[config.mk]
export PLATFORM = sky130hd
export DESIGN_NAME = bitlogic_unit
export DESIGN_NICKNAME = d
export VERILOG_FILES = /design/src/rtl/bitlogic_pkg.sv /design/src/rtl/bitlogic_ctrl.sv /design/src/rtl/bitlogic_dp.sv /design/src/rtl/bitlogic_unit.sv
export SDC_FILE = /design/constraint.sdc
export NUM_CORES = 1
export LEC_CHECK = 0
export BUFFER_PORTS_ARGS = -buffer_cell sky130_fd_sc_hd__buf_4
export CAP_MARGIN = 20
export CELL_PAD_IN_SITES_DETAIL_PLACEMENT = 1
export CELL_PAD_IN_SITES_GLOBAL_PLACEMENT = 1
export CORE_ASPECT_RATIO = 1.75
export CORE_MARGIN = 10
export CORE_UTILIZATION = 40
export CTS_BUF_LIST = sky130_fd_sc_hd__clkbuf_16
export DETAILED_ROUTE_END_ITERATION = 12
export PLACE_DENSITY_LB_ADDON = 0.1
export SETUP_SLACK_MARGIN = 0.05
export SYNTH_ARGS = -nofsm -noshare
export SYNTH_HDL_FRONTEND = slang
export SYNTH_SLANG_ARGS = --single-unit
[constraint.sdc]
create_clock -name clk -period 2.5 [get_ports clk]
set_input_delay 0.375 -clock clk [delete_from_list [all_inputs] [get_ports clk]]
set_output_delay 0.375 -clock clk [all_outputs]
set_load 0.01 [all_outputs]
[src/rtl/bitlogic_pkg.sv]
package bitlogic_pkg;

  typedef enum logic [3:0] {
    OP_NOP     = 4'd0,
    OP_AND     = 4'd1,
    OP_ANDN    = 4'd2,
    OP_OR      = 4'd3,
    OP_ORN     = 4'd4,
    OP_ORGRP   = 4'd5,
    OP_OPENAND = 4'd6,
    OP_OPENOR  = 4'd7,
    OP_CLOSE   = 4'd8,
    OP_SET     = 4'd9,
    OP_RESET   = 4'd10,
    OP_ASSIGN  = 4'd11
  } opcode_e;

  // How the next logic instruction treats the running result
  typedef enum logic [1:0] {
    SCAN_COMBINE  = 2'd0,
    SCAN_NEWTERM  = 2'd1,
    SCAN_NEWCHAIN = 2'd2
  } scan_e;

  // Strobes from control to datapath
  typedef struct packed {
    logic  logicEn;
    logic  negate;
    logic  orMode;
    scan_e scan;
    logic  foldEn;
    logic  pushEn;
    logic  pushIsOr;
    logic  popEn;
    logic  setReq;
    logic  resetReq;
    logic  assignReq;
  } strobe_t;

  // One saved bracket context
  typedef struct packed {
    logic  isOr;
    logic  rlo;
    logic  orAcc;
    scan_e scan;
  } frame_t;

endpackage

[src/rtl/bitlogic_ctrl.sv]
module bitlogic_ctrl
  import bitlogic_pkg::*;
#(
  parameter int DEPTH = 6,
  parameter int PW    = $clog2(DEPTH + 1)
) (
  input  logic          clk,
  input  logic          rst,
  input  logic          opValid,
  input  logic [3:0]    opCode,
  output strobe_t       strobe,
  output logic [PW-1:0] depthQ,
  output logic          nestErr
);

  localparam logic [PW-1:0] DEPTH_MAX = PW'(DEPTH);

  scan_e         scanQ, scanD;
  logic [PW-1:0] depthD;
  logic          errQ, errD;
  opcode_e       op;

  assign op = opcode_e'(opCode);

  always_comb begin
    strobe      = '0;
    strobe.scan = scanQ;
    scanD       = scanQ;
    depthD      = depthQ;
    errD        = errQ;
    if (opValid) begin
      case (op)
        OP_AND, OP_ANDN, OP_OR, OP_ORN: begin
          strobe.logicEn = 1'b1;
          strobe.negate  = (op == OP_ANDN) || (op == OP_ORN);
          strobe.orMode  = (op == OP_OR) || (op == OP_ORN);
          scanD          = SCAN_COMBINE;
        end
        OP_ORGRP: begin
          strobe.foldEn = 1'b1;
          scanD         = SCAN_NEWTERM;
        end
        OP_OPENAND, OP_OPENOR: begin
          if (depthQ == DEPTH_MAX) begin
            errD = 1'b1;
          end else begin
            strobe.pushEn   = 1'b1;
            strobe.pushIsOr = (op == OP_OPENOR);
            depthD          = depthQ + 1'b1;
            scanD           = SCAN_NEWCHAIN;
          end
        end
        OP_CLOSE: begin
          if (depthQ == '0) begin
            errD = 1'b1;
          end else begin
            strobe.popEn = 1'b1;
            depthD       = depthQ - 1'b1;
            scanD        = SCAN_COMBINE;
          end
        end
        OP_SET, OP_RESET, OP_ASSIGN: begin
          strobe.setReq    = (op == OP_SET);
          strobe.resetReq  = (op == OP_RESET);
          strobe.assignReq = (op == OP_ASSIGN);
          scanD            = SCAN_NEWCHAIN;
        end
        default: ;
      endcase
    end
  end

  always_ff @(posedge clk) begin
    if (rst) begin
      scanQ  <= SCAN_NEWCHAIN;
      depthQ <= '0;
      errQ   <= 1'b0;
    end else begin
      scanQ  <= scanD;
      depthQ <= depthD;
      errQ   <= errD;
    end
  end

  assign nestErr = errQ;

endmodule

[src/rtl/bitlogic_dp.sv]
module bitlogic_dp
  import bitlogic_pkg::*;
#(
  parameter int DEPTH = 6,
  parameter int PW    = $clog2(DEPTH + 1)
) (
  input  logic          clk,
  input  logic          rst,
  input  strobe_t       strobe,
  input  logic [PW-1:0] depthQ,
  input  logic          operandBit,
  output logic          rloOut,
  output logic          wrEn,
  output logic          wrData
);

  logic          rloQ, rloD;
  logic          orQ, orD;
  logic          effRlo;
  logic          sample;
  logic [PW-1:0] topIdx;
  frame_t        stackQ [DEPTH];
  frame_t        topFrame;
  frame_t        newFrame;

  assign effRlo   = rloQ | orQ;
  assign sample   = operandBit ^ strobe.negate;
  assign topIdx   = depthQ - 1'b1;
  assign newFrame = '{isOr: strobe.pushIsOr, rlo: rloQ, orAcc: orQ, scan: strobe.scan};

  // Stack slots, each written only when it is the push target
  for (genvar g = 0; g < DEPTH; g++) begin : g_slot
    always_ff @(posedge clk) begin
      if (rst) begin
        stackQ[g] <= '0;
      end else if (strobe.pushEn && (depthQ == PW'(g))) begin
        stackQ[g] <= newFrame;
      end
    end
  end

  always_comb begin
    topFrame = '0;
    for (int i = 0; i < DEPTH; i++) begin
      if (topIdx == PW'(i)) topFrame = stackQ[i];
    end
  end

  always_comb begin
    rloD = rloQ;
    orD  = orQ;
    if (strobe.logicEn) begin
      case (strobe.scan)
        SCAN_COMBINE:  rloD = strobe.orMode ? (rloQ | sample) : (rloQ & sample);
        SCAN_NEWTERM:  rloD = sample;
        default: begin
          rloD = sample;
          orD  = 1'b0;
        end
      endcase
    end else if (strobe.foldEn) begin
      orD = effRlo;
    end else if (strobe.pushEn) begin
      rloD = 1'b0;
      orD  = 1'b0;
    end else if (strobe.popEn) begin
      case (topFrame.scan)
        SCAN_COMBINE: begin
          rloD = topFrame.isOr ? (topFrame.rlo | effRlo) : (topFrame.rlo & effRlo);
          orD  = topFrame.orAcc;
        end
        SCAN_NEWTERM: begin
          rloD = effRlo;
          orD  = topFrame.orAcc;
        end
        default: begin
          rloD = effRlo;
          orD  = 1'b0;
        end
      endcase
    end
  end

  always_ff @(posedge clk) begin
    if (rst) begin
      rloQ <= 1'b0;
      orQ  <= 1'b0;
    end else begin
      rloQ <= rloD;
      orQ  <= orD;
    end
  end

  assign rloOut = effRlo;
  assign wrEn   = strobe.assignReq | ((strobe.setReq | strobe.resetReq) & effRlo);
  assign wrData = strobe.assignReq ? effRlo : strobe.setReq;

endmodule

[src/rtl/bitlogic_unit.sv]
module bitlogic_unit
  import bitlogic_pkg::*;
#(
  parameter int DEPTH = 6
) (
  input  logic       clk,
  input  logic       rst,
  input  logic       opValid,
  input  logic [3:0] opCode,
  input  logic       operandBit,
  output logic       rloOut,
  output logic       wrEn,
  output logic       wrData,
  output logic       nestErr
);

  localparam int PW = $clog2(DEPTH + 1);

  strobe_t       strobe;
  logic [PW-1:0] depthQ;

  bitlogic_ctrl #(.DEPTH(DEPTH), .PW(PW)) u_ctrl (
    .clk     (clk),
    .rst     (rst),
    .opValid (opValid),
    .opCode  (opCode),
    .strobe  (strobe),
    .depthQ  (depthQ),
    .nestErr (nestErr)
  );

  bitlogic_dp #(.DEPTH(DEPTH), .PW(PW)) u_dp (
    .clk        (clk),
    .rst        (rst),
    .strobe     (strobe),
    .depthQ     (depthQ),
    .operandBit (operandBit),
    .rloOut     (rloOut),
    .wrEn       (wrEn),
    .wrData     (wrData)
  );

endmodule

Yosys cells after proc, flatten, opt, wreduce, memory -nomap -nowiden. Memory sizes are Yosys's and may differ from the RTL's. Index checks and enable logic that the tools add are counted.

Flip-flop bits (word level): 8. Output and inout bits: 4. Bits of input ports: 8. Logic and storage cells: 144. Memories: 1. RAM bits: 30.

Memories: u_dp.stackQ (words 6, width 5, read ports 6, clocked after Yosys merged registers in 0, write ports 6, line bitlogic_dp.sv:22) `frame_t stackQ [DEPTH];`.

Muxes and demuxes: 65. Bitwise gates (word level): 15. Equality and inequality tests: 30. Reduce and logical (&&, ||, !) cells: 26. $add $sub $neg: 2.

Operators by type and width (number): 2-to-1 mux 5 bit (12); 2-to-1 mux 1 bit (40); equality test 4 x 3 -> 1 bit (second input constant) (4); equality test 4 bit (second input constant) (4); equality test 3 bit (second input constant) (5); 2-to-1 mux 3 bit (5); equality test 3 x 2 -> 1 bit (second input constant) (4); AND reduction 4 bit (3); bitwise OR 1 bit (11); one-hot mux 2 bit (5 select lines) (1); equality test 4 x 2 -> 1 bit (second input constant) (2); 2-to-1 mux 2 bit (4); 2-to-1 mux 7 bit (1); equality test 3 x 1 -> 1 bit (second input constant) (2); logical AND 1 bit (6); zero test 3 bit (2); inequality test 2 x 1 -> 1 bit (second input constant) (3); inequality test 2 bit (second input constant) (3); one-hot mux 3 bit (2 select lines) (1); OR reduction 2 bit (3); nonzero test 5 bit (1); equality test 2 x 1 -> 1 bit (second input constant) (2); equality test 4 x 1 -> 1 bit (second input constant) (1); zero test 2 bit (2); other kinds (12) (16).

Longest topological paths before layout.
Depth in word-level cells: 15. Depth in mapped cells: 9. Gate-level depth less buffers: 8.

Modules after synthesis. Synthesis repeated with hierarchy kept, for this count alone.

Cell total of the unflattened synthesis: 226. Area total of the unflattened synthesis: 2321.0 um^2.

Modules (own cells, without submodules): bitlogic_dp (area an instance 1795.5 um^2, seq. area each 940.9 um^2, cells an instance 161, instances 1); bitlogic_ctrl (area an instance 525.5 um^2, seq. area each 120.1 um^2, cells an instance 65, instances 1).

Least setup slack after synthesis. OpenSTA, ideal clock, no wires.

Kind: register -> register. Start point: register u_ctrl.depthQ[0]. End point: memory u_dp.stackQ[2][5] in the netlist's numbering (enable). Path slack: 0.513 ns. Buffers on the path: 2. Period minus slack after synthesis: 1.987 ns. Setup time: 0.316 ns. Cell stages (with the launch flop): 8. Data required time: 2.184 ns. Arrival time: 1.670 ns. Path through: dfxtp_1 inv_1 ha_1 buf_4 clkbuf_1 nor4_1 nand2_1 nand2b_1.

RTL lines: start: declaration (line bitlogic_ctrl.sv:12) `output logic [PW-1:0] depthQ,`; start signal: assignment (line bitlogic_ctrl.sv:80) `depthQ <= depthD;`; end: declaration (line bitlogic_dp.sv:22).

Worst setup path in the final report.
Start point: register u_ctrl.depthQ[1]. End point: register u_dp.rloQ.

Longest elaborated chain between the ends: 15. Elaborated cells on any way between the ends: 31. Classes of those cells: 1 x add/sub; 6 x eq/ne; 17 x mux; 2 x bitwise; 5 x reduce/logical.

Ends and longest elaborated chain: subtractor 3 x 1 -> 3 bit (line bitlogic_dp.sv:28) `assign topIdx = depthQ - 1'b1;`; zero test 3 bit (line bitlogic_dp.sv:45) `if (topIdx == PW'(i)) topFrame = stackQ[i];`; 2-to-1 mux 5 bit (6 in series) (line bitlogic_dp.sv:45); bitwise AND 1 bit / bitwise OR 1 bit (equally long branches) (line bitlogic_dp.sv:69) `rloD = topFrame.isOr ? (topFrame.rlo | effRlo) : (topFrame.rlo & effRlo);`; 2-to-1 mux 1 bit (line bitlogic_dp.sv:69); 2-to-1 mux 1 bit (line bitlogic_dp.sv:67) `case (topFrame.scan)`; 2-to-1 mux 1 bit (line bitlogic_dp.sv:66) `end else if (strobe.popEn) begin`; 2-to-1 mux 1 bit (line bitlogic_dp.sv:63) `end else if (strobe.pushEn) begin`; 2-to-1 mux 1 bit (line bitlogic_dp.sv:61) `end else if (strobe.foldEn) begin`; 2-to-1 mux 1 bit (line bitlogic_dp.sv:52) `if (strobe.logicEn) begin`; end signal: assignment (line bitlogic_dp.sv:89) `rloQ <= rloD;`; end: declaration (line bitlogic_dp.sv:17) `logic rloQ, rloD;`.

Parallel ways exist; a longest one is shown, timed or not. The select of a mux whose other input is x is not followed. A chain may end at the register's enable or synchronous reset.

==> run_results.csv <==
group,metric,value,unit
layout,register_area,0.00106,mm^2
drt,via_per_inst,5.69,
drt,wl_per_cell,19.5,um
yosys,synth_area_leaders,"edfxtp_1 (39%), dfxtp_1 (7.0%), nand2_1 (3.9%)",
global_routing,grt_start_max_net_pins,22,
sta,fin_setup_tns,0,ns
clock_network,clock_path_buffers,2,
clock_network,insertion_delay,0.28,ns
yosys,syn-num-nets,254,
yosys,synthArstFlopShare,0,
clock_network,cts.sinks,38,
clock_network,root_buffer,"clkbuf_16",
power_and_ir_drop,ir_drop,351,uV
floorplanning,io-pin-count,12,
worst_setup_path,reg2reg_from,"u_ctrl.depthQ[1]",
global_routing,grt.overflow.total,0,
yosys,synth_top_area_share,0.393,
sta,finClkSkew,0.00252,ns
worst_setup_path,arrival,2.35,ns
placement,dp_hpwl,4770,um
power_and_ir_drop,p_sw_frac,0.225,
worst_setup_path,r2r-end,"u_dp.rloQ",
drt,vias,1825,
run_status,status,"finished, final reports clean",
layout,num-fill-cells,683,
yosys,synthesis.yosys.warnings,0,
clock_network,path_clk_slew,0.05,ns
hold_path,holdPathEnd,"u_ctrl.scanQ[1]",
floorplanning,fp-row-count,36,
yosys,yosys-top-cells-count,"edfxtp_1 (30), nand2_1 (24), nor2_1 (16)",
floorplanning,fp.dieH,120,um
yosys,synth.distinct_cells,51,
yosys,synthCells,239,
drt,drt-total-wl,6270,um
yosys,yosys.area.top_type,"edfxtp_1",
hold_path,min-delay-start,"opCode[3]",
clock_network,numCtsBuffers,5,
clock_network,post_cts_buffers,0,
clock_network,cts_tree,"done",
floorplanning,dieWidth,77.2,um
sta,holdWs,0.376,ns
global_routing,grt_pass1_wl,10300,um
power_and_ir_drop,internal-power,1.24,mW
yosys,synth-edff-count,30,
worst_setup_path,start_kind,"flip-flop",
clock_network,htreeDepth,2,
power_and_ir_drop,p_sw,0.360,mW
floorplanning,start_util,0.410,
yosys,avgSynthCellArea,9.59,um^2
clock_network,ctsHoldBuffers,0,
yosys,ys_seq_elements,38,
sta,post-route-period-util,0.868,
drt,firstDrtPassIters,4,
layout,multiInputGateArea,0.00111,mm^2
placement,gp_congestion,0.818,
sta,slew_violations,0,
yosys,synthFlopType,"edfxtp_1",
floorplanning,dieArea,0.00927,mm^2
global_routing,antenna_found_initial,0,
hold_path,hold_class,"input pin to flip-flop",
power_and_ir_drop,p_clk_frac,0.433,
power_and_ir_drop,p_leak,0.990,nW
sta,post-route-min-period,2.17,ns
worst_setup_path,reg2regPathDepth,8,
power_and_ir_drop,p_comb_frac,0.116,
worst_setup_path,r2r_slack,0.33,ns
sta,setup_viol_count_final,0,
flow_run,drv_cap,0,
global_routing,grt_pass1_vias,2027,
power_and_ir_drop,power_density,613,mW/mm^2
worst_setup_path,required,2.68,ns
hold_path,hold_depth,2,
yosys,yosysMostFrequentCell,"edfxtp_1",
layout,diodes,0,
worst_setup_path,cp_max_fo,13,
sta,hold_violations,0,
worst_setup_path,timing_worst_setup_path_type,"flip-flop to flip-flop",
drt,drc,0,
yosys,ys_seq_area_frac,0.463,
worst_setup_path,worst_setup_path_end_kind,"flip-flop",
sta,tightest_slew,0.539,ns
sta,max_slew_margin,0.640,
floorplanning,core_area,0.00559,mm^2
yosys,syn-cell-area,0.00229,mm^2
power_and_ir_drop,seq_power_share,0.451,
layout,fin_nets,259,
layout,area_growth,13.7,%
global_routing,grtUsageTotal,0.137,
sta,clock.fmax,461,MHz
placement,io_buffers,11,
drt,drt_iter0_drc,153,
sta,grt_setup_unrepaired,"no",
clock_network,post_cts_resized,0,
drt,drt.antenna.violating_nets,0,
layout,drive_above_1_share,0.147,
[stage by stage]
stage / instances / power, mW / util / area, um^2 / setup slack [ns]
floorplan: 239 / 0.850 / - / 2290 / 0.513
global placement: 313 / 0.907 / 0.436 / 2430 / 0.276
detailed placement: 313 / 0.916 / 0.436 / 2430 / 0.140
CTS: 321 / 1.61 / 0.465 / 2600 / 0.0859
global route: 321 / 1.65 / 0.466 / 2600 / 0.0544
finish: 321 / 1.60 / 0.466 / 2600 / 0.329
[worst max-delay path: stages (launching register included)]
cell and delay (ns):
dfxtp_1 0.40, inv_1 0.10, ha_2 0.27, a211oi_1 0.25, o21ai_0 0.20, and3_1 0.22
o41ai_1 0.36, a22oi_1 0.14, o32ai_1 0.12
[flip-flops by register name (all words and copies together), names as in the netlist]
name,flops
u_dp.orQ,1
u_ctrl.scanQ,2
u_dp.stackQ,30
u_ctrl.nestErr,1
u_dp.rloQ,1
u_ctrl.depthQ,3
[power groups by stage]
stage / Combinational [mW] / Clock [mW] / Sequential, mW
floorplan: 0.129 / 0 / 0.721
global placement: 0.175 / 0 / 0.732
detailed placement: 0.183 / 0 / 0.734
CTS: 0.184 / 0.703 / 0.721
global route: 0.205 / 0.726 / 0.723
finish: 0.185 / 0.691 / 0.720
[cells in the final DEF (no fill, tap or decap), types with 2 or more instances in the layout]
cell and count:
a221o_1 3, nor2b_1 3, ha_2 2, o21ai_1 2, clkbuf_16 5, a21o_1 4, ha_1 5, o21ai_0 5
and2_1 13, a21oi_1 14, nor2_1 16, nor4b_1 2, nand2b_1 6, a211oi_1 3, xnor2_1 3, inv_1 10
buf_4 19, or3_1 2, dfxtp_1 7, and3_1 14, a22oi_1 3, a221oi_1 5, a31oi_1 6, edfxtp_1 30
nand3b_1 5, nand3_1 2, nor3_1 6, o32ai_1 2, o22ai_1 2, nand2_1 24
[routing by layer]
metal | GRT usage | wire length, um
met5 | 0 | 0
met4 | 0.0550 | 114
met3 | 0.0217 | 140
met2 | 0.258 | 3450
met1 | 0.147 | 2570
[how the worst max path moves through the flow]
stage | startpoint | to | slack [ns] | cells past startpoint
2_1_floorplan | u_ctrl.depthQ[0] | u_dp.stackQ[2][5] | 0.51 | 7
5_1_grt | u_ctrl.depthQ[1] | u_dp.rloQ | 0.05 | 8
3_3_place_gp | u_ctrl.depthQ[0] | u_dp.rloQ | 0.28 | 8
4_1_cts | u_ctrl.depthQ[0] | u_dp.rloQ | 0.09 | 8
6_report | u_ctrl.depthQ[1] | u_dp.rloQ | 0.33 | 8
3_5_place_dp | u_ctrl.depthQ[0] | u_dp.rloQ | 0.14 | 8
[cell type report]
type                            instances  area share
Multi-Input combinational cell        172       0.427
Sequential cell                        38       0.408
Timing Repair Buffer                   19      0.0548
Clock buffer                            5      0.0481
Tap cell                               76      0.0365
Clock inverter                          3      0.0144
Inverter                                8      0.0115
[kinds of logic (layout without fill, tap and decap cells)]
family | count (synthesis) | in the layout | synth area share
and+or+nand+nor | 101 | 101 | 0.239
AOI/OAI and AO/OA | 59 | 59 | 0.186
DFF | 38 | 38 | 0.463
buffers and inverters | 29 | 35 | 0.0541
adders and majority gates | 7 | 7 | 0.0382
xor gates and xnor gates | 4 | 4 | 0.0153
muxes | 1 | 1 | 0.00437
No activity file was read; power rests on OpenSTA's default activity.
